$ cat config.mk
export PLATFORM = sky130hd
export DESIGN_NAME = privtrap_ctrl
export DESIGN_NICKNAME = d
export VERILOG_FILES = /design/src/rtl/privtrap_pkg.sv /design/src/rtl/privtrap_arbiter.sv /design/src/rtl/privtrap_vectab.sv /design/src/rtl/privtrap_state.sv /design/src/rtl/privtrap_ctrl.sv
export SDC_FILE = /design/constraint.sdc
export NUM_CORES = 1
export LEC_CHECK = 0
export ABC_AREA = 1
export BUFFER_PORTS_ARGS = -buffer_cell sky130_fd_sc_hd__buf_2
export CAP_MARGIN = 25
export CORE_ASPECT_RATIO = 1.75
export CORE_MARGIN = 10
export CORE_UTILIZATION = 45
export CTS_BUF_LIST = sky130_fd_sc_hd__clkbuf_8
export CTS_CLUSTER_DIAMETER = 150
export DETAILED_ROUTE_END_ITERATION = 10
export PLACE_DENSITY_LB_ADDON = 0.3
export SYNTH_ARGS = -nofsm -noshare
export SYNTH_HDL_FRONTEND = slang
export SYNTH_SLANG_ARGS = --single-unit
$ cat constraint.sdc
create_clock -name clk -period 4 [get_ports clk]
set_input_delay 0.6 -clock clk [delete_from_list [all_inputs] [get_ports clk]]
set_output_delay 0.6 -clock clk [all_outputs]
set_load 0.1 [all_outputs]
$ cat src/rtl/privtrap_pkg.sv
package privtrap_pkg;

  // status word field positions (decoded by neighbours)
  localparam int SR_MODE   = 0;
  localparam int SR_CC_LO  = 1;
  localparam int CC_W      = 4;
  localparam int SR_GIE    = 5;
  localparam int SR_IEN_LO = 6;

  // synchronous cause codes
  localparam int CZ_GATE    = 0;
  localparam int CZ_ILLEGAL = 1;
  localparam int CZ_PRIV    = 2;
  localparam int CZ_DIVZ    = 3;
  localparam int CZ_MEMF    = 4;
  localparam int CZ_PERM    = 5;

  typedef enum logic [1:0] {
    EV_NONE = 2'd0,
    EV_SYNC = 2'd1,
    EV_IRQ  = 2'd2,
    EV_RET  = 2'd3
  } trap_ev_e;

  typedef struct packed {
    logic illegal;
    logic priv_op;
    logic mem_fault;
    logic perm_fault;
    logic divzero;
    logic gate;
  } sync_req_t;

endpackage

$ cat src/rtl/privtrap_arbiter.sv
module privtrap_arbiter
  import privtrap_pkg::*;
#(
  parameter int IRQ_N   = 4,
  parameter int CAUSE_W = 4
) (
  input  logic                 valid,
  input  logic                 user_mode,
  input  sync_req_t            req,
  input  logic                 ret_req,
  input  logic [IRQ_N-1:0]     irq_pend,
  output trap_ev_e             ev,
  output logic [CAUSE_W-1:0]   code
);

  localparam int IRQ_BASE = 1 << (CAUSE_W - 1);

  logic               priv_hit;
  logic               irq_hit;
  logic [CAUSE_W-1:0] irq_code;

  assign priv_hit = user_mode && (req.priv_op || ret_req);

  always_comb begin
    irq_hit  = 1'b0;
    irq_code = '0;
    for (int i = IRQ_N - 1; i >= 0; i--) begin
      if (irq_pend[i]) begin
        irq_hit  = 1'b1;
        irq_code = CAUSE_W'(IRQ_BASE + i);
      end
    end
  end

  always_comb begin
    ev   = EV_NONE;
    code = '0;
    if (valid) begin
      if (req.illegal) begin
        ev = EV_SYNC; code = CAUSE_W'(CZ_ILLEGAL);
      end else if (priv_hit) begin
        ev = EV_SYNC; code = CAUSE_W'(CZ_PRIV);
      end else if (req.mem_fault) begin
        ev = EV_SYNC; code = CAUSE_W'(CZ_MEMF);
      end else if (req.perm_fault) begin
        ev = EV_SYNC; code = CAUSE_W'(CZ_PERM);
      end else if (req.divzero) begin
        ev = EV_SYNC; code = CAUSE_W'(CZ_DIVZ);
      end else if (req.gate) begin
        ev = EV_SYNC; code = CAUSE_W'(CZ_GATE);
      end else if (irq_hit) begin
        ev = EV_IRQ;  code = irq_code;
      end else if (ret_req) begin
        ev = EV_RET;
      end
    end
  end

endmodule

$ cat src/rtl/privtrap_vectab.sv
module privtrap_vectab #(
  parameter int          XLEN       = 32,
  parameter int          CAUSE_W    = 4,
  parameter logic [31:0] RST_BASE   = 32'h0000_0100,
  parameter logic [31:0] RST_STRIDE = 32'h0000_0010
) (
  input  logic               clk,
  input  logic               rst_n,
  input  logic               wr_en,
  input  logic [CAUSE_W-1:0] wr_idx,
  input  logic [XLEN-1:0]    wr_data,
  input  logic [CAUSE_W-1:0] rd_idx,
  output logic [XLEN-1:0]    rd_data
);

  localparam int DEPTH = 1 << CAUSE_W;

  logic [XLEN-1:0] entry [DEPTH];

  for (genvar g = 0; g < DEPTH; g++) begin : g_entry
    localparam logic [XLEN-1:0] INIT = XLEN'(RST_BASE + RST_STRIDE * g);
    always_ff @(posedge clk) begin
      if (!rst_n)
        entry[g] <= INIT;
      else if (wr_en && (wr_idx == CAUSE_W'(g)))
        entry[g] <= wr_data;
    end
  end

  assign rd_data = entry[rd_idx];

endmodule

$ cat src/rtl/privtrap_state.sv
module privtrap_state
  import privtrap_pkg::*;
#(
  parameter int XLEN    = 32,
  parameter int IRQ_N   = 4,
  parameter int CAUSE_W = 4,
  localparam int SW     = SR_IEN_LO + IRQ_N
) (
  input  logic               clk,
  input  logic               rst_n,
  input  trap_ev_e           ev,
  input  logic [CAUSE_W-1:0] code,
  input  logic [XLEN-1:0]    resume_addr,
  input  logic               commit,
  input  logic               sr_wr,
  input  logic [SW-1:0]      sr_wdata,
  input  logic               cc_upd,
  input  logic [CC_W-1:0]    cc_in,
  output logic [SW-1:0]      status,
  output logic [XLEN-1:0]    epc,
  output logic [SW-1:0]      esr,
  output logic [CAUSE_W-1:0] cause
);

  always_ff @(posedge clk) begin
    if (!rst_n) begin
      status <= SW'(1);
      epc    <= '0;
      esr    <= '0;
      cause  <= '0;
    end else begin
      unique case (ev)
        EV_SYNC, EV_IRQ: begin
          epc             <= resume_addr;
          esr             <= status;
          cause           <= code;
          status[SR_MODE] <= 1'b1;
          status[SR_GIE]  <= 1'b0;
        end
        EV_RET: begin
          status <= esr;
        end
        default: begin
          if (commit) begin
            if (sr_wr) begin
              if (status[SR_MODE])
                status <= sr_wdata;
              else
                status[SR_CC_LO +: CC_W] <= sr_wdata[SR_CC_LO +: CC_W];
            end else if (cc_upd) begin
              status[SR_CC_LO +: CC_W] <= cc_in;
            end
          end
        end
      endcase
    end
  end

endmodule

$ cat src/rtl/privtrap_ctrl.sv
module privtrap_ctrl
  import privtrap_pkg::*;
#(
  parameter int          XLEN           = 32,
  parameter int          IRQ_N          = 4,
  parameter int          CAUSE_W        = 4,
  parameter int          INSTR_BYTES    = 4,
  parameter logic [31:0] VEC_RST_BASE   = 32'h0000_0100,
  parameter logic [31:0] VEC_RST_STRIDE = 32'h0000_0010
) (
  input  logic                        clk,
  input  logic                        rst_n,
  input  logic                        ex_valid,
  input  logic [XLEN-1:0]             ex_pc,
  input  logic                        ex_gate,
  input  logic                        ex_illegal,
  input  logic                        ex_divzero,
  input  logic                        ex_mem_fault,
  input  logic                        ex_perm_fault,
  input  logic                        ex_priv_op,
  input  logic                        ex_ret,
  input  logic [IRQ_N-1:0]            irq,
  input  logic                        sr_wr,
  input  logic [SR_IEN_LO+IRQ_N-1:0]  sr_wdata,
  input  logic                        cc_upd,
  input  logic [CC_W-1:0]             cc_in,
  input  logic                        vec_wr,
  input  logic [CAUSE_W-1:0]          vec_idx,
  input  logic [XLEN-1:0]             vec_wdata,
  output logic                        mode_sup,
  output logic [SR_IEN_LO+IRQ_N-1:0]  status_o,
  output logic [XLEN-1:0]             epc_o,
  output logic [SR_IEN_LO+IRQ_N-1:0]  esr_o,
  output logic [CAUSE_W-1:0]          cause_o,
  output logic                        redirect_valid,
  output logic [XLEN-1:0]             redirect_pc,
  output logic                        save_pulse,
  output logic                        restore_pulse
);

  localparam int SW = SR_IEN_LO + IRQ_N;

  sync_req_t          req;
  trap_ev_e           ev;
  logic [CAUSE_W-1:0] code;
  logic [IRQ_N-1:0]   irq_pend;
  logic [XLEN-1:0]    resume_addr;
  logic [XLEN-1:0]    vec_rd;
  logic               commit;

  assign req = '{illegal:    ex_illegal,
                 priv_op:    ex_priv_op,
                 mem_fault:  ex_mem_fault,
                 perm_fault: ex_perm_fault,
                 divzero:    ex_divzero,
                 gate:       ex_gate};

  assign irq_pend    = irq & status_o[SR_IEN_LO +: IRQ_N] & {IRQ_N{status_o[SR_GIE]}};
  assign resume_addr = (ev == EV_IRQ) ? ex_pc : ex_pc + XLEN'(INSTR_BYTES);
  assign commit      = ex_valid && (ev == EV_NONE);
  assign mode_sup    = status_o[SR_MODE];

  privtrap_arbiter #(
    .IRQ_N   (IRQ_N),
    .CAUSE_W (CAUSE_W)
  ) u_arb (
    .valid     (ex_valid),
    .user_mode (!status_o[SR_MODE]),
    .req       (req),
    .ret_req   (ex_ret),
    .irq_pend  (irq_pend),
    .ev        (ev),
    .code      (code)
  );

  privtrap_vectab #(
    .XLEN       (XLEN),
    .CAUSE_W    (CAUSE_W),
    .RST_BASE   (VEC_RST_BASE),
    .RST_STRIDE (VEC_RST_STRIDE)
  ) u_vec (
    .clk     (clk),
    .rst_n   (rst_n),
    .wr_en   (vec_wr && status_o[SR_MODE]),
    .wr_idx  (vec_idx),
    .wr_data (vec_wdata),
    .rd_idx  (code),
    .rd_data (vec_rd)
  );

  privtrap_state #(
    .XLEN    (XLEN),
    .IRQ_N   (IRQ_N),
    .CAUSE_W (CAUSE_W)
  ) u_state (
    .clk         (clk),
    .rst_n       (rst_n),
    .ev          (ev),
    .code        (code),
    .resume_addr (resume_addr),
    .commit      (commit),
    .sr_wr       (sr_wr),
    .sr_wdata    (sr_wdata),
    .cc_upd      (cc_upd),
    .cc_in       (cc_in),
    .status      (status_o),
    .epc         (epc_o),
    .esr         (esr_o),
    .cause       (cause_o)
  );

  always_ff @(posedge clk) begin
    if (!rst_n) begin
      redirect_valid <= 1'b0;
      redirect_pc    <= '0;
      save_pulse     <= 1'b0;
      restore_pulse  <= 1'b0;
    end else begin
      save_pulse     <= (ev == EV_SYNC) || (ev == EV_IRQ);
      restore_pulse  <= (ev == EV_RET);
      redirect_valid <= (ev != EV_NONE);
      if (ev == EV_RET)
        redirect_pc <= epc_o;
      else if (ev != EV_NONE)
        redirect_pc <= vec_rd;
    end
  end

  logic unused_sw;
  assign unused_sw = ^SW;

endmodule

Word-level counts from Yosys, hierarchy flattened. Memory sizes are Yosys's and may differ from the RTL's. Index checks and enable logic that the tools add are counted.

Flip-flop bits (word level): 91. RAM bits: 512. Bits of input ports: 99. Output and inout port bits: 92. Logic and storage cells: 192. Memories kept: 1.

Memory list: u_vec.entry (words 16, width 32, read ports 1, clocked after memory_dff 0, write ports 16, RTL line privtrap_vectab.sv:18) `logic [XLEN-1:0] entry [DEPTH];`.

Add/subtract/negate cells: 1. Eq/ne operators: 18. Multiplexer cells: 104. Bitwise logic cells: 19. Reductions and logical operators: 38.

Operators with widths (number): 32-bit two-way mux (19); 4-bit two-way mux (14); 1-bit two-way mux (55); 32-bit by 3-bit adder with 32-bit output (second input constant) (1); 4-bit == test (second input constant) (8); 1-bit logical AND (19); 2-bit two-way mux (9); 4-bit by 3-bit == test with 1-bit output (second input constant) (4); 1-bit OR (16); 4-bit case mux with 2 select lines (2); 3-bit nonzero test (4); 10-bit two-way mux (1); 5-bit two-way mux (2); 2-bit nonzero test (5); 4-bit AND (2); 4-bit by 2-bit == test with 1-bit output (second input constant) (2); 3-bit AND reduction (2); 2-bit == test (second input constant) (2); 4-bit by 1-bit == test with 1-bit output (second input constant) (1); 4-bit zero test (1); 1-bit case mux with 2 select lines (2); 4-bit AND reduction (1); 2-bit by 1-bit == test with 1-bit output (second input constant) (1); 2-bit zero test (1); 5 further kinds (6).

Depth between registers and ports, before layout.
Depth in word-level cells: 18. Gate-level depth with buffers: 21. Mapped depth without buffers: 21.

By module. From an unflattened synthesis, not the netlist that was laid out.

Cells, all modules: 3470. Area, all modules: 29543.3 um^2.

Modules (own cells, without submodules): privtrap_vectab (instances 1, cells an instance 2764, area each 24626.1 um^2, sequential area each 15374.7 um^2); privtrap_ctrl (instances 1, cells an instance 354, area each 2483.6 um^2, sequential area each 700.7 um^2); privtrap_state (instances 1, cells an instance 310, area each 2259.7 um^2, sequential area each 1121.1 um^2); privtrap_arbiter (instances 1, cells an instance 42, area each 173.9 um^2, sequential area each 0.0 um^2).

Least setup slack after synthesis. OpenSTA, ideal clock, no wires.

Kind: flip-flop to flip-flop. Start point: register u_state.status[0]. End point: memory u_vec.entry[0][0], enable pin. Library setup time: 0.466 ns. Arrival: 3.977 ns. Data required time: 3.534 ns. Slack: -0.443 ns. Stages on the path, launching flop included: 5. Buffers on the path: 0. Clock period less this slack: 4.443 ns. Cells stage by stage: dfxtp_1 nand2_1 nor3_1 inv_1 o21ai_0.

RTL lines: start, declared (RTL line privtrap_state.sv:19) `output logic [SW-1:0] status,`; start signal, assigned (RTL line privtrap_state.sv:41) `status <= esr;`; start signal, assigned (RTL line privtrap_state.sv:47) `status <= sr_wdata;`; start signal, assigned by index (RTL line privtrap_state.sv:49) `status[SR_CC_LO +: CC_W] <= sr_wdata[SR_CC_LO +: CC_W];`; end, declared (RTL line privtrap_vectab.sv:18).

Final worst setup path.
Start point: register u_state.status[5]. End point: register u_state.epc[30].

Longest elaborated chain between the ends: 15. Elaborated cells between the ends (all ways): 17. Classes of those cells: eq/ne (2); mux (13); bitwise (1); reduce/logical (1).

Ends and longest elaborated chain: 4-bit AND (*) (RTL line privtrap_ctrl.sv:58) `assign irq_pend = irq & status_o[SR_IEN_LO +: IRQ_N] & {IRQ_N{status_o[SR_GIE]}};`; 1-bit two-way mux (3 in a row) (RTL line privtrap_arbiter.sv:28) `if (irq_pend[i]) begin`; 1-bit two-way mux (*) (RTL line privtrap_arbiter.sv:28); 2-bit two-way mux (*) (RTL line privtrap_arbiter.sv:51) `end else if (irq_hit) begin`; 2-bit two-way mux (*) (RTL line privtrap_arbiter.sv:49) `end else if (req.gate) begin`; 2-bit two-way mux (*) (RTL line privtrap_arbiter.sv:47) `end else if (req.divzero) begin`; 2-bit two-way mux (*) (RTL line privtrap_arbiter.sv:45) `end else if (req.perm_fault) begin`; 2-bit two-way mux (*) (RTL line privtrap_arbiter.sv:43) `end else if (req.mem_fault) begin`; 2-bit two-way mux (*) (RTL line privtrap_arbiter.sv:41) `end else if (priv_hit) begin`; 2-bit two-way mux (*) (RTL line privtrap_arbiter.sv:39) `if (req.illegal) begin`; 2-bit two-way mux (*) (RTL line privtrap_arbiter.sv:38) `if (valid) begin`; 2-bit == test / 2-bit by 1-bit == test with 1-bit output (equally long branches) (RTL line privtrap_state.sv:32, privtrap_ctrl.sv:59); 32-bit two-way mux / 2-bit OR reduction (equally long branches); end signal, assigned (RTL line privtrap_state.sv:34) `epc <= resume_addr;`; end, declared (RTL line privtrap_state.sv:20) `output logic [XLEN-1:0] epc,`.

Every way passes the cells marked *; elsewhere a longest branch is shown, timed or not. A chain may end at the register's enable or synchronous reset.

==> flow_metrics.tcl <==
set metrics [dict create \
    status "completed" \
    grt_pass1_vias 18900 \
    routabilityCongestion 0.988 \
    avgSynthCellArea_um2 8.61 \
    final_nets 2896 \
    slew_headroom_pct 23.6 \
    fin_area_um2 25800 \
    fmax_mhz 294 \
    syn_area_um2 22900 \
    clkSlewWorstSetupHoldPaths_ns 0.07 \
    arrival_ns 3.94 \
    setup_viol 0 \
    synth_warnings 0 \
    rows 109 \
    slew_viol_final 0 \
    powerDensity_nw_per_um2 426 \
    die_w_um 191 \
    cap_violations 0 \
    skew_ns 0.0245 \
    grt_max_degree 98 \
    cts_setup_buffers 0 \
    critPathRequiredTime_ns 4.53 \
    wl_per_cell_um 20.2 \
    ys_top_cells_by_area "edfxtp_1, nand2_1, dfxtp_1, nor2_1, nand3_1" \
    period_share_pct 85.1 \
    dp_hpwl_um 45700 \
    drcViolationCount 0 \
    cts_num_sinks 475 \
    h-tree-depth 3 \
    portBuffers 190 \
    numCtsBuffers 69 \
    regToRegSetupSlack_ns 0.60 \
    root_buffer "clkbuf_8" \
    worstSkewPairLatency_ns 0.64 \
    multi_input_area_um2 7360 \
    route.vias.total 18700 \
    io_pins 191 \
    power_leakage_uw 0.0118 \
    ir_drop_mv 0.196 \
    crit_fanout 13 \
    dieArea_um2 60700 \
    first_pass_iters 5 \
    clk_path_buf_depth 3 \
    yosysUniqueCellTypes 37 \
    finalSetupTns_ns 0 \
    viasPerCell 5.32 \
    areaGrowthSynthToFinish_pct 12.4 \
    cp_slowest_cell "dfxtp_1" \
    register_area_um2 13400 \
    grt.total_usage_pct 23.0 \
    final_cell_mix "nand2_1, nor2_1, inv_1, edfxtp_1, nand3_1" \
    core-area_um2 50500 \
    ys_ff_latch 475 \
    final_common_cell "nand2_1" \
    yosysTopAreaCellShare_pct 50.3 \
    dp_cells 3387 \
    post_dp_cell_area_um2 24400 \
    period_minus_slack_ns 3.40 \
    wl_um 71100 \
    start_util_pct 45.4 \
    drive_gt1_share_pct 12.4 \
    synth_top_cell_by_area "edfxtp_1" \
    finalPower_uw 11000 \
    finalHoldViolCount 0 \
    end_kind "register" \
    grt_pass1_wl_um 108000 \
    start_kind "register" \
    critical_path_class "reg -> reg" \
    cts_tree "yes" \
    syn_nets 2767 \
    ys_seq_area_share_pct 58.3 \
    fin_util_pct 51.0 \
    antenna_found_initial 2 \
    postRouteAntennaNets 0 \
    grt-ovfl-total 0 \
    dieHeight_um 319 \
    synth_cells 2663 \
    cpMostUsedCell "inv_1" \
    fillers 4744 \
    tightest_slew_ns 1.15 \
    path_cells "nand3_1 > o21ai_1 > nor3_1 > inv_1 > a21oi_1 > inv_1 > ha_1 > inv_2 > and3_1 > nand3_1 > nor2_2 > nand2_1 > nor2_2 > nand2_1 > nor2_1 > nand4_1 > xnor2_1 > o21ai_0 > inv_1" \
    final_cells 3511 \
    hold_path_class "in -> reg" \
    slowest_delay_ns 0.37 \
    cts_hold_buf 0 \
    path_buf_inv 4 \
    cts_resized 0 \
    cp_top_family "simple AND/OR/NAND/NOR gates" \
    rsz0062_at_grt "no" \
    drt_iter0_drc 1446 \
]
-- synth_stat cells --
library cell / n
a21oi_1: 62
a311oi_1: 4
a31oi_1: 5
and3_1: 1
buf_1: 10
buf_2: 38
buf_4: 2
buf_6: 10
clkbuf_1: 123
clkinv_1: 2
clkinv_2: 1
dfxtp_1: 91
edfxtp_1: 384
ha_1: 5
inv_1: 372
inv_2: 4
nand2_1: 535
nand2_2: 2
nand2_4: 2
nand3_1: 342
nand3_2: 3
nand3b_1: 37
nand4_1: 12
nor2_1: 457
nor2_2: 4
nor3_1: 12
nor3_2: 1
nor3b_1: 2
nor4_1: 2
o211ai_1: 36
o21ai_0: 52
o21ai_1: 6
or2_0: 3
or2_1: 13
or2_2: 1
xnor2_1: 10
xor2_1: 17
-- cells by family after synthesis --
| logic type | Yosys count | synth area share (%) |
|---|---|---|
| AOI/OAI and AO/OA | 165 | 4.09 |
| adders and majority gates | 5 | 0.273 |
| xor gates and xnor gates | 27 | 1.03 |
| DFF | 475 | 58.3 |
| and+or+nand+nor | 1429 | 26.6 |
| buffers and inverters | 562 | 9.78 |
-- worst register-to-register path, cell delays in order, from the launching register on --
cell	delay, ns
dfxtp_1	0.37
nand3_1	0.11
o21ai_1	0.11
nor3_1	0.19
inv_1	0.06
a21oi_1	0.17
inv_1	0.11
ha_1	0.30
inv_2	0.24
and3_1	0.24
nand3_1	0.15
nor2_2	0.20
nand2_1	0.13
nor2_2	0.14
nand2_1	0.15
nor2_1	0.19
nand4_1	0.12
xnor2_1	0.14
o21ai_0	0.14
inv_1	0.05
-- worst paths after layout --
| path | cells past startpoint | from | endpoint |
|---|---|---|---|
| setup / recovery | 19 | u_state.status[5] | u_state.epc[30] |
| hold / removal | 3 | ex_pc[0] | u_state.epc[0] |
| setup reg to reg | 19 | u_state.status[5] | u_state.epc[30] |
| hold reg to reg | 2 | redirect_pc[18] | redirect_pc[18] |
-- sequential cells by signal, indices dropped and copies added (netlist names) --
| register | flops |
|---|---|
| redirect_valid | 1 |
| u_state.esr | 10 |
| u_state.epc | 32 |
| u_vec.entry | 384 |
| redirect_pc | 32 |
| restore_pulse | 1 |
| u_state.status | 10 |
| save_pulse | 1 |
| u_state.cause | 4 |
-- stage by stage --
stage | hold slack [ns] | setup slack, ns
floorplan | 0.649 | 0.421
global placement | 0.436 | 0.356
detailed placement | 0.437 | 0.314
CTS | 0.179 | 0.634
global route | 0.199 | 0.243
finish | 0.207 | 0.596
-- per-layer routing --
metal | up-vias | track usage (%) | routed length (um)
met2 | 868 | 40.4 | 36000
li1 | 8794 | - | -
met4 | 2 | 12.0 | 3330
met1 | 8807 | 26.1 | 25900
met3 | 194 | 3.85 | 5870
met5 | - | 0 | 13
-- report_power, final --
group / internal [uW] / total (uW) / leakage (uW) / switching [uW]
clock network: 1890 / 3790 / 0.000749 / 1910
registers: 5530 / 5610 / 0.00479 / 82.5
logic: 325 / 1580 / 0.00629 / 1250
total: 7740 / 11000 / 0.0118 / 3240
-- area by class of cell --
class	count	share of cell area [%]
Clock buffer	72	3.85
Tap cell	666	3.24
Multi-Input combinational cell	1626	28.6
Antenna cell	1	0.00972
Timing Repair Buffer	241	5.74
Clock inverter	51	1.22
Sequential cell	475	51.8
Inverter	379	5.53
(Power assumes the default switching activity.)
